**src/rtl/vwire_pkg.sv**
```systemverilog
package vwire_pkg;

  parameter int ADDR_W  = 32;
  parameter int DATA_W  = 32;
  parameter int VEC_W   = 8;
  // Byte offset of the assertion register; fixed relative to the base.
  parameter int PIN_OFS = 32'h20;

  typedef enum logic {
    ENT_POSTED = 1'b0,
    ENT_IRQMSG = 1'b1
  } ent_kind_e;

  typedef struct packed {
    ent_kind_e         kind;
    logic [ADDR_W-1:0] addr;
    logic [DATA_W-1:0] data;
  } vwire_entry_t;

  localparam int ENTRY_W = $bits(vwire_entry_t);

endpackage

```
**src/rtl/vwire_decode.sv**
```systemverilog
module vwire_decode
  import vwire_pkg::*;
(
  input  logic [ADDR_W-1:0] base_addr,
  input  logic [ADDR_W-1:0] wr_addr,
  output logic              pin_hit
);

  logic [ADDR_W-1:0] pin_addr;

  always_comb begin
    pin_addr = base_addr + ADDR_W'(PIN_OFS);
    pin_hit  = (wr_addr == pin_addr);
  end

endmodule

```
**src/rtl/vwire_msg_build.sv**
```systemverilog
module vwire_msg_build
  import vwire_pkg::*;
#(
  parameter logic [ADDR_W-1:0] MSG_ADDR = 32'hFEE0_0000
) (
  input  logic              pin_hit,
  input  logic [ADDR_W-1:0] wr_addr,
  input  logic [DATA_W-1:0] wr_data,
  output vwire_entry_t      entry
);

  logic [VEC_W-1:0] vector;

  always_comb begin
    vector = wr_data[VEC_W-1:0];
    if (pin_hit) begin
      entry.kind = ENT_IRQMSG;
      entry.addr = MSG_ADDR;
      entry.data = DATA_W'(vector);
    end else begin
      entry.kind = ENT_POSTED;
      entry.addr = wr_addr;
      entry.data = wr_data;
    end
  end

endmodule

```
**src/rtl/vwire_fifo.sv**
```systemverilog
module vwire_fifo #(
  parameter int DEPTH = 4,
  parameter int WIDTH = 65
) (
  input  logic             clk,
  input  logic             rst,
  input  logic             push,
  input  logic [WIDTH-1:0] push_data,
  input  logic             pop,
  output logic             full,
  output logic             nonempty,
  output logic [WIDTH-1:0] head
);

  localparam int PTR_W = (DEPTH > 1) ? $clog2(DEPTH) : 1;
  localparam int CNT_W = $clog2(DEPTH + 1);
  localparam logic [CNT_W-1:0] FULL_CNT = CNT_W'(DEPTH);
  localparam logic [PTR_W-1:0] LAST_PTR = PTR_W'(DEPTH - 1);

  logic [WIDTH-1:0] mem [DEPTH];
  logic [PTR_W-1:0] wr_ptr, rd_ptr;
  logic [CNT_W-1:0] count;

  function automatic logic [PTR_W-1:0] ptr_next(input logic [PTR_W-1:0] p);
    return (p == LAST_PTR) ? '0 : p + PTR_W'(1);
  endfunction

  // Storage has no reset so it can map to RAM.
  always_ff @(posedge clk) begin
    if (push) mem[wr_ptr] <= push_data;
  end

  always_ff @(posedge clk) begin
    if (rst) begin
      wr_ptr <= '0;
      rd_ptr <= '0;
      count  <= '0;
    end else begin
      if (push) wr_ptr <= ptr_next(wr_ptr);
      if (pop)  rd_ptr <= ptr_next(rd_ptr);
      case ({push, pop})
        2'b10:   count <= count + CNT_W'(1);
        2'b01:   count <= count - CNT_W'(1);
        default: count <= count;
      endcase
    end
  end

  always_comb begin
    full     = (count == FULL_CNT);
    nonempty = (count != '0);
    head     = mem[rd_ptr];
  end

endmodule

```
**src/rtl/vwire_intr_rx.sv**
```systemverilog
module vwire_intr_rx
  import vwire_pkg::*;
#(
  parameter int                DEPTH    = 4,
  parameter logic [ADDR_W-1:0] MSG_ADDR = 32'hFEE0_0000
) (
  input  logic              clk,
  input  logic              rst,
  input  logic [ADDR_W-1:0] base_addr,
  input  logic              wr_valid,
  output logic              wr_ready,
  input  logic [ADDR_W-1:0] wr_addr,
  input  logic [DATA_W-1:0] wr_data,
  output logic              out_valid,
  input  logic              out_ready,
  output logic              out_is_irq,
  output logic [ADDR_W-1:0] out_addr,
  output logic [DATA_W-1:0] out_data
);

  logic               pin_hit;
  vwire_entry_t       in_entry;
  vwire_entry_t       head_entry;
  logic [ENTRY_W-1:0] head_bits;
  logic               q_full, q_nonempty;
  logic               do_push, do_pop;

  vwire_decode u_decode (
    .base_addr (base_addr),
    .wr_addr   (wr_addr),
    .pin_hit   (pin_hit)
  );

  vwire_msg_build #(.MSG_ADDR(MSG_ADDR)) u_build (
    .pin_hit (pin_hit),
    .wr_addr (wr_addr),
    .wr_data (wr_data),
    .entry   (in_entry)
  );

  always_comb begin
    wr_ready = !q_full;
    do_push  = wr_valid && !q_full;
    do_pop   = out_ready && q_nonempty;
  end

  vwire_fifo #(.DEPTH(DEPTH), .WIDTH(ENTRY_W)) u_queue (
    .clk       (clk),
    .rst       (rst),
    .push      (do_push),
    .push_data (in_entry),
    .pop       (do_pop),
    .full      (q_full),
    .nonempty  (q_nonempty),
    .head      (head_bits)
  );

  always_comb begin
    head_entry = vwire_entry_t'(head_bits);
    out_valid  = q_nonempty;
    out_is_irq = (head_entry.kind == ENT_IRQMSG);
    out_addr   = head_entry.addr;
    out_data   = head_entry.data;
  end

endmodule

```
**config.mk**
```make
export PLATFORM = sky130hd
export DESIGN_NAME = vwire_intr_rx
export DESIGN_NICKNAME = d
export VERILOG_FILES = /design/src/rtl/vwire_pkg.sv /design/src/rtl/vwire_decode.sv /design/src/rtl/vwire_msg_build.sv /design/src/rtl/vwire_fifo.sv /design/src/rtl/vwire_intr_rx.sv
export SDC_FILE = /design/constraint.sdc
export NUM_CORES = 1
export LEC_CHECK = 0
export BUFFER_PORTS_ARGS = -buffer_cell sky130_fd_sc_hd__buf_2
export CORE_AREA = 10 10 196 198
export CTS_BUF_LIST = sky130_fd_sc_hd__clkbuf_16
export DETAILED_ROUTE_END_ITERATION = 16
export DIE_AREA = 0 0 206 208
export SLEW_MARGIN = 0
export SYNTH_ARGS = -nofsm -noshare
export SYNTH_HDL_FRONTEND = slang
export SYNTH_SLANG_ARGS = --single-unit
```
**constraint.sdc**
```tcl
create_clock -name clk -period 2.6 [get_ports clk]
set_input_delay 0.13 -clock clk [delete_from_list [all_inputs] [get_ports clk]]
set_output_delay 0.13 -clock clk [all_outputs]
set_load 0.01 [all_outputs]
```
==> flow_metrics.env, run 1 <==
export IMPL_status="finished clean"
export IMPL_period_share=0.929
export IMPL_clock_latency_ns=0.53
export IMPL_cp_start_kind="flop"
export IMPL_synth_area_leaders="edfxtp_1 (68%), mux4_2 (13%), o41a_1 (4.5%), xor2_1 (1.8%), dfxtp_1 (1.6%)"
export IMPL_grtUsageTotal=0.140
export IMPL_io_buffers=166
export IMPL_yosysTopAreaCellShare=0.676
export IMPL_synthesis_nets=718
export IMPL_slew_violations=0
export IMPL_cts_buffer_depth=3
export IMPL_multi_input_area_um2=3410
export IMPL_grt_ovfl_total=0
export IMPL_avgRoutedWirePerCell_um=22.8
export IMPL_synth_seq_area_share=0.692
export IMPL_final_common_cell="edfxtp_1"
export IMPL_synthesis_area_um2=11500
export IMPL_place_area_um2=13400
export IMPL_grt_pass1_wl_um=46300
export IMPL_wl_um=30400
export IMPL_die_w_um=206
export IMPL_die_area_um2=42800
export IMPL_critPathMaxFanout=21
export IMPL_relSlewSlack=0.667
export IMPL_register_area_um2=8000
export IMPL_timing_rr_start="u_queue.count[0]$_SDFFE_PP0P_"
export IMPL_viasPerCell=5.16
export IMPL_hold_violations=0
export IMPL_nets=971
export IMPL_die_h_um=208
export IMPL_synthArstFlopShare=0
export IMPL_synthCells=610
export IMPL_hpwl_um=19800
export IMPL_drt_first_pass_iters=5
export IMPL_synth_edff_count=260
export IMPL_antenna_found_initial=1
export IMPL_drc_errors=0
export IMPL_postRouteAntennaNets=0
export IMPL_cts_made_buffers=29
export IMPL_drt_iter0_drc=369
export IMPL_max_cap_viol_count=0
export IMPL_yosys_cell_types_count=52
export IMPL_finClkSkew_ns=0.00762
export IMPL_final_core_util=0.425
export IMPL_final_cell_mix="edfxtp_1 (260), buf_2 (166), mux4_2 (65), o41a_1 (46), buf_4 (43)"
export IMPL_start_util=0.336
export IMPL_ys_flop_type="edfxtp_1"
export IMPL_finish_instance_area_um2=14600
export IMPL_htreeDepth=1
export IMPL_rsz0062_at_grt="false"
export IMPL_layout_min_cycle_time_ns=2.41
export IMPL_setup_viol=0
export IMPL_ys_warn_count=0
export IMPL_r2r_slack_ns=0.49
export IMPL_vias=6883
export IMPL_fmax_mhz=414
export IMPL_root_buffer="clkbuf_16"
export IMPL_worst_setup_path_type="flop to primary output"
export IMPL_clk_pin_slew_ns=0.06
export IMPL_min_path_type="primary input to flop"
export IMPL_io_pins=167
export IMPL_syn_avg_cell_area_um2=18.9
export IMPL_r2r_end="u_queue.count[2]$_SDFFE_PP0P_"
export IMPL_fill_cells=3115
export IMPL_end_kind="primary output"
export IMPL_grt_start_max_net_pins=66
export IMPL_critPathArrivalTime_ns=2.28
export IMPL_vdd_ir_drop_worst_v=0.000428
export IMPL_endpoint="out_addr[18]"
export IMPL_tightest_slew_ns=0.500
export IMPL_p_total_uw=11800
export IMPL_core_um2=34400
export IMPL_first_global_vias=7453
export IMPL_worstPathRequired_ns=2.47
export IMPL_clock_sinks=269
export IMPL_power_leakage_uw=0.00498
export IMPL_final_layout_size_suffix_gt1_frac=0.388
export IMPL_rows=68
export IMPL_reg2regPathDepth=9
export IMPL_ys_ff_latch=269
export IMPL_area_growth_pct=26.5
export IMPL_cts_tree="done"
export IMPL_post_cts_setup_buffers=0
export IMPL_synth_top_cell_by_area="edfxtp_1"
export IMPL_gp_congestion=0.838
export IMPL_power_density_nw_per_um2=805
-- cells in the mapped netlist, types with 5 or more instances --
master,instances
and3_1,10
nor3_1,8
nand4_1,8
inv_1,8
a21oi_1,9
and4_1,5
ha_1,7
mux4_2,65
o41a_1,46
nor2_1,12
nand3_1,10
a31oi_1,5
a41o_1,10
clkbuf_1,23
dfxtp_1,9
nor2b_1,5
xor2_1,24
nand2_1,14
edfxtp_1,260
buf_1,9
xnor2_1,19
-- how the worst min path moves through the flow --
stage,from,to,slack [ns],cells after the start
finish,wr_addr[27],u_queue.mem[0][59]$_DFFE_PP_,0.01,2
global placement,wr_data[6],u_queue.mem[2][6]$_DFFE_PP_,0.35,1
detailed placement,wr_data[4],u_queue.mem[0][4]$_DFFE_PP_,0.36,1
global route,wr_data[25],u_queue.mem[0][25]$_DFFE_PP_,0.01,2
CTS,wr_addr[27],u_queue.mem[2][59]$_DFFE_PP_,0.0006,2
floorplan,rst,u_queue.count[2]$_SDFFE_PP0P_,0.20,1
-- timing repair --
action,CTS,global route
hold buffers,37,0
endpoints found under the hold margin,149,0
setup endpoints to repair,0,59
resized for setup,0,1
-- metal layers --
| layer | GRT usage | share of wire |
|---|---|---|
| met1 | 0.197 | 0.45 |
| met2 | 0.215 | 0.46 |
| met3 | 0.0357 | 0.077 |
| met4 | 0.0246 | 0.014 |
| met5 | 0 | 0 |
-- state kept, by name (all words and copies together) (netlist names), named ones only --
| signal | flops |
|---|---|
| u_queue.count | 3 |
| u_queue.mem | 260 |
| u_queue.rd_ptr | 2 |
| u_queue.wr_ptr | 2 |
-- worst max-delay path: stages, from the launching register on --
cell and delay, ns:
dfxtp_4 0.66, buf_4 0.32, mux4_2 0.59, buf_2 0.17
-- power by group --
group | internal (uW) | switching [uW] | total [uW] | leakage [uW]
logic | 1280 | 1400 | 2680 | 0.00208
registers | 5190 | 192 | 5380 | 0.00246
clock network | 2180 | 1540 | 3710 | 0.000445
total | 8640 | 3130 | 11800 | 0.00498
-- final cells by class --
class                   count  share of cell area
flip-flops and latches    269               0.547
multi-input cells         297               0.233
repair buffers            258               0.121
clock buffers              29              0.0497
well taps                 455              0.0390
clock inverters            17             0.00805
inverters                   8             0.00206
diodes                      1            0.000171
-- through the flow --
stage | hold WS [ns] | instances | setup TNS, ns | setup slack (ns)
3_3_place_gp | 0.349 | 1250 | -44.94 | -0.241
6_report | 0.0116 | 1334 | 0 | 0.186
4_1_cts | 0.000554 | 1333 | 0 | 0.119
5_1_grt | 0.0148 | 1333 | 0 | 0.0328
2_1_floorplan | 0.199 | 610 | 0 | 0.0173
3_5_place_dp | 0.356 | 1250 | -57.50 | -0.293
-- kinds of logic (layout without fill, tap and decap cells) --
| family | Yosys count | in the layout | synth area share |
|---|---|---|---|
| AND/OR/NAND/NOR | 91 | 91 | 0.0485 |
| other | 0 | 1 | 0 |
| multiplexers | 66 | 66 | 0.128 |
| AO/OA/AOI/OAI | 89 | 89 | 0.0731 |
| XOR/XNOR | 43 | 43 | 0.0326 |
| flip-flops | 269 | 269 | 0.692 |
| adder cells (fa/ha/maj) | 8 | 8 | 0.00932 |
| buffers and inverters | 44 | 312 | 0.0169 |
(Power assumes the default switching activity.)
==> inputs of run 2 (changes only) <==
- ABC_AREA: not set -> 1
- CORE_AREA: 10 10 196 198 -> 10 10 202 204
- DIE_AREA: 0 0 206 208 -> 0 0 212 214
- GPL_ROUTABILITY_DRIVEN: not set -> 1
- SYNTH_HIERARCHICAL: not set -> 1
==> flow_metrics.env, run 2 <==
export IMPL_status="finished clean"
export IMPL_postRouteAntennaNets=0
export IMPL_end_kind="primary output"
export IMPL_clock_latency_ns=0.53
export IMPL_die_w_um=212
export IMPL_grt_start_max_net_pins=131
export IMPL_final_cell_mix="edfxtp_1 (260), nor2_1 (212), buf_2 (166), nand2_1 (146), inv_1 (121)"
export IMPL_cp_start_kind="flop"
export IMPL_hpwl_um=19200
export IMPL_holdWs_ns=0.00402
export IMPL_setup_viol=0
export IMPL_ys_flop_type="edfxtp_1"
export IMPL_crit_family="buffers and inverters"
export IMPL_core_um2=37000
export IMPL_worst_setup_path_type="flop to primary output"
export IMPL_grt_ovfl_total=0
export IMPL_post_place_ws_ns=0.143
export IMPL_critPathMaxFanout=43
export IMPL_antenna_found_initial=0
export IMPL_crit_chain="inv_6, buf_4, nor2_1, o22ai_1, buf_2"
export IMPL_cts_buffer_depth=3
export IMPL_largest_reg_flops=260
export IMPL_layout_min_cycle_time_ns=2.22
export IMPL_finish_instance_area_um2=15100
export IMPL_tightest_slew_ns=0.598
export IMPL_critPathArrivalTime_ns=2.09
export IMPL_clock_sinks=269
export IMPL_relSlewSlack=0.601
export IMPL_synthArstFlopShare=0
export IMPL_yosys_cell_types_count=34
export IMPL_final_common_cell="edfxtp_1"
export IMPL_place_area_um2=13600
export IMPL_vdd_ir_drop_worst_v=0.000444
export IMPL_critical_path_slowest_cell="buf_4"
export IMPL_power_leakage_uw=0.00593
export IMPL_die_h_um=214
export IMPL_setup_tns_ns=0
export IMPL_drt_first_pass_iters=5
export IMPL_synth_seq_area_share=0.646
export IMPL_wl_um=30200
export IMPL_grt_pass1_wl_um=47200
export IMPL_worstHoldStart="wr_addr[25]"
export IMPL_cts_hold_buf=56
export IMPL_io_buffers=166
export IMPL_avgRoutedWirePerCell_um=16.5
export IMPL_min_path_type="primary input to flop"
export IMPL_first_global_vias=8584
export IMPL_power_density_nw_per_um2=890
export IMPL_syn_avg_cell_area_um2=11.0
export IMPL_start_util=0.334
export IMPL_drc_errors=0
export IMPL_nets=1442
export IMPL_fmax_mhz=451
export IMPL_rsz0062_at_grt="false"
export IMPL_drt_iter0_drc=391
export IMPL_synth_top_cell_by_area="edfxtp_1"
export IMPL_final_layout_size_suffix_gt1_frac=0.212
export IMPL_finClkSkew_ns=0.00757
export IMPL_hold_violations=0
export IMPL_synth_edff_count=260
export IMPL_rows=71
export IMPL_synth_most_common_cell="edfxtp_1"
export IMPL_io_pins=167
export IMPL_area_growth_pct=21.8
export IMPL_gp_congestion=0.875
export IMPL_clk_pin_slew_ns=0.06
export IMPL_synth_common_cells="edfxtp_1 (260), nor2_1 (213), nand2_1 (146)"
export IMPL_synthesis_nets=1231
export IMPL_period_share=0.852
export IMPL_synthCells=1123
export IMPL_post_cts_setup_buffers=0
export IMPL_cpPeakStageDelay_ns=0.37
export IMPL_ys_warn_count=6
export IMPL_synthesis_area_um2=12400
export IMPL_die_area_um2=45400
export IMPL_viasPerCell=4.65
export IMPL_crit_buf_inv=3
export IMPL_largestRegisters="u_queue/mem (260), u_queue/count (3)"
export IMPL_cts_made_buffers=28
export IMPL_max_cap_viol_count=0
export IMPL_yosysTopAreaCellShare=0.632
export IMPL_synth_area_leaders="edfxtp_1 (63%), nor2_1 (6.5%), nand2_1 (4.4%), o21ai_0 (3.8%), inv_1 (3.6%)"
export IMPL_layout_setup_ws_ns=0.385
export IMPL_worstPathRequired_ns=2.47
export IMPL_htreeDepth=1
export IMPL_root_buffer="clkbuf_16"
export IMPL_top_register="u_queue/mem"
export IMPL_slew_violations=0
export IMPL_grtUsageTotal=0.129
export IMPL_cts_tree="done"
export IMPL_vias=8513
export IMPL_ys_ff_latch=269
export IMPL_timing_rr_start="u_queue/count[0]$_SDFFE_PP0P_"
export IMPL_cts_resized=0
==> run 2: stage by stage <==
stage | power, uW | utilization | instances
after floorplan | 8220 | - | 1123
after global placement | 9760 | 0.367 | 1722
after detailed placement | 9820 | 0.367 | 1722
after CTS | 13700 | 0.406 | 1830
after global routing | 14200 | 0.406 | 1830
final | 13400 | 0.406 | 1831
==> run 2: final timing paths <==
kind,end,slack (ns),cells after the start
min,u_queue/mem[0][57]$_DFFE_PP_,0.004,3
max,out_data[29],0.38,5
max reg2reg,u_queue/count[2]$_SDFFE_PP0P_,0.60,10
min reg2reg,flop,0.50,2
==> run 2: cell families (layout without fill, tap and decap cells) <==
family / after synthesis / in the layout / share of synthesized area
AOI/OAI and AO/OA: 207 / 207 / 0.103
xor gates and xnor gates: 21 / 21 / 0.0149
adders and majority gates: 8 / 8 / 0.00871
buffers and inverters: 178 / 411 / 0.0710
DFF: 269 / 269 / 0.646
other: 0 / 1 / 0
and+or+nand+nor: 440 / 440 / 0.156
==> run 2: power by group <==
| part | total (uW) | internal, uW | switching [uW] |
|---|---|---|---|
| sequential | 5420 | 5290 | 134 |
| combinational | 4240 | 1460 | 2770 |
| clock | 3740 | 2200 | 1540 |
==> run 2: cell type report <==
class,count,area (um2)
well taps,474,593
flip-flops and latches,269,7990
clock inverters,23,154
repair buffers,237,1620
clock buffers,29,726
inverters,122,468
fillers,3509,22000
multi-input cells,676,3500
diodes,1,2.50
==> run 2: worst min-delay path: cells and delay by family <==
family / cells / cell delay (ns)
buffers and inverters: 2 / 0.18
and+or+nand+nor: 1 / 0.10
==> run 2: per-layer routing <==
metal	up-vias	track usage	wire length (um)
met5	-	0	0
met2	167	0.222	14900
met4	0	0.0285	425
met3	30	0.0234	1600
li1	4253	-	-
met1	4063	0.165	13300
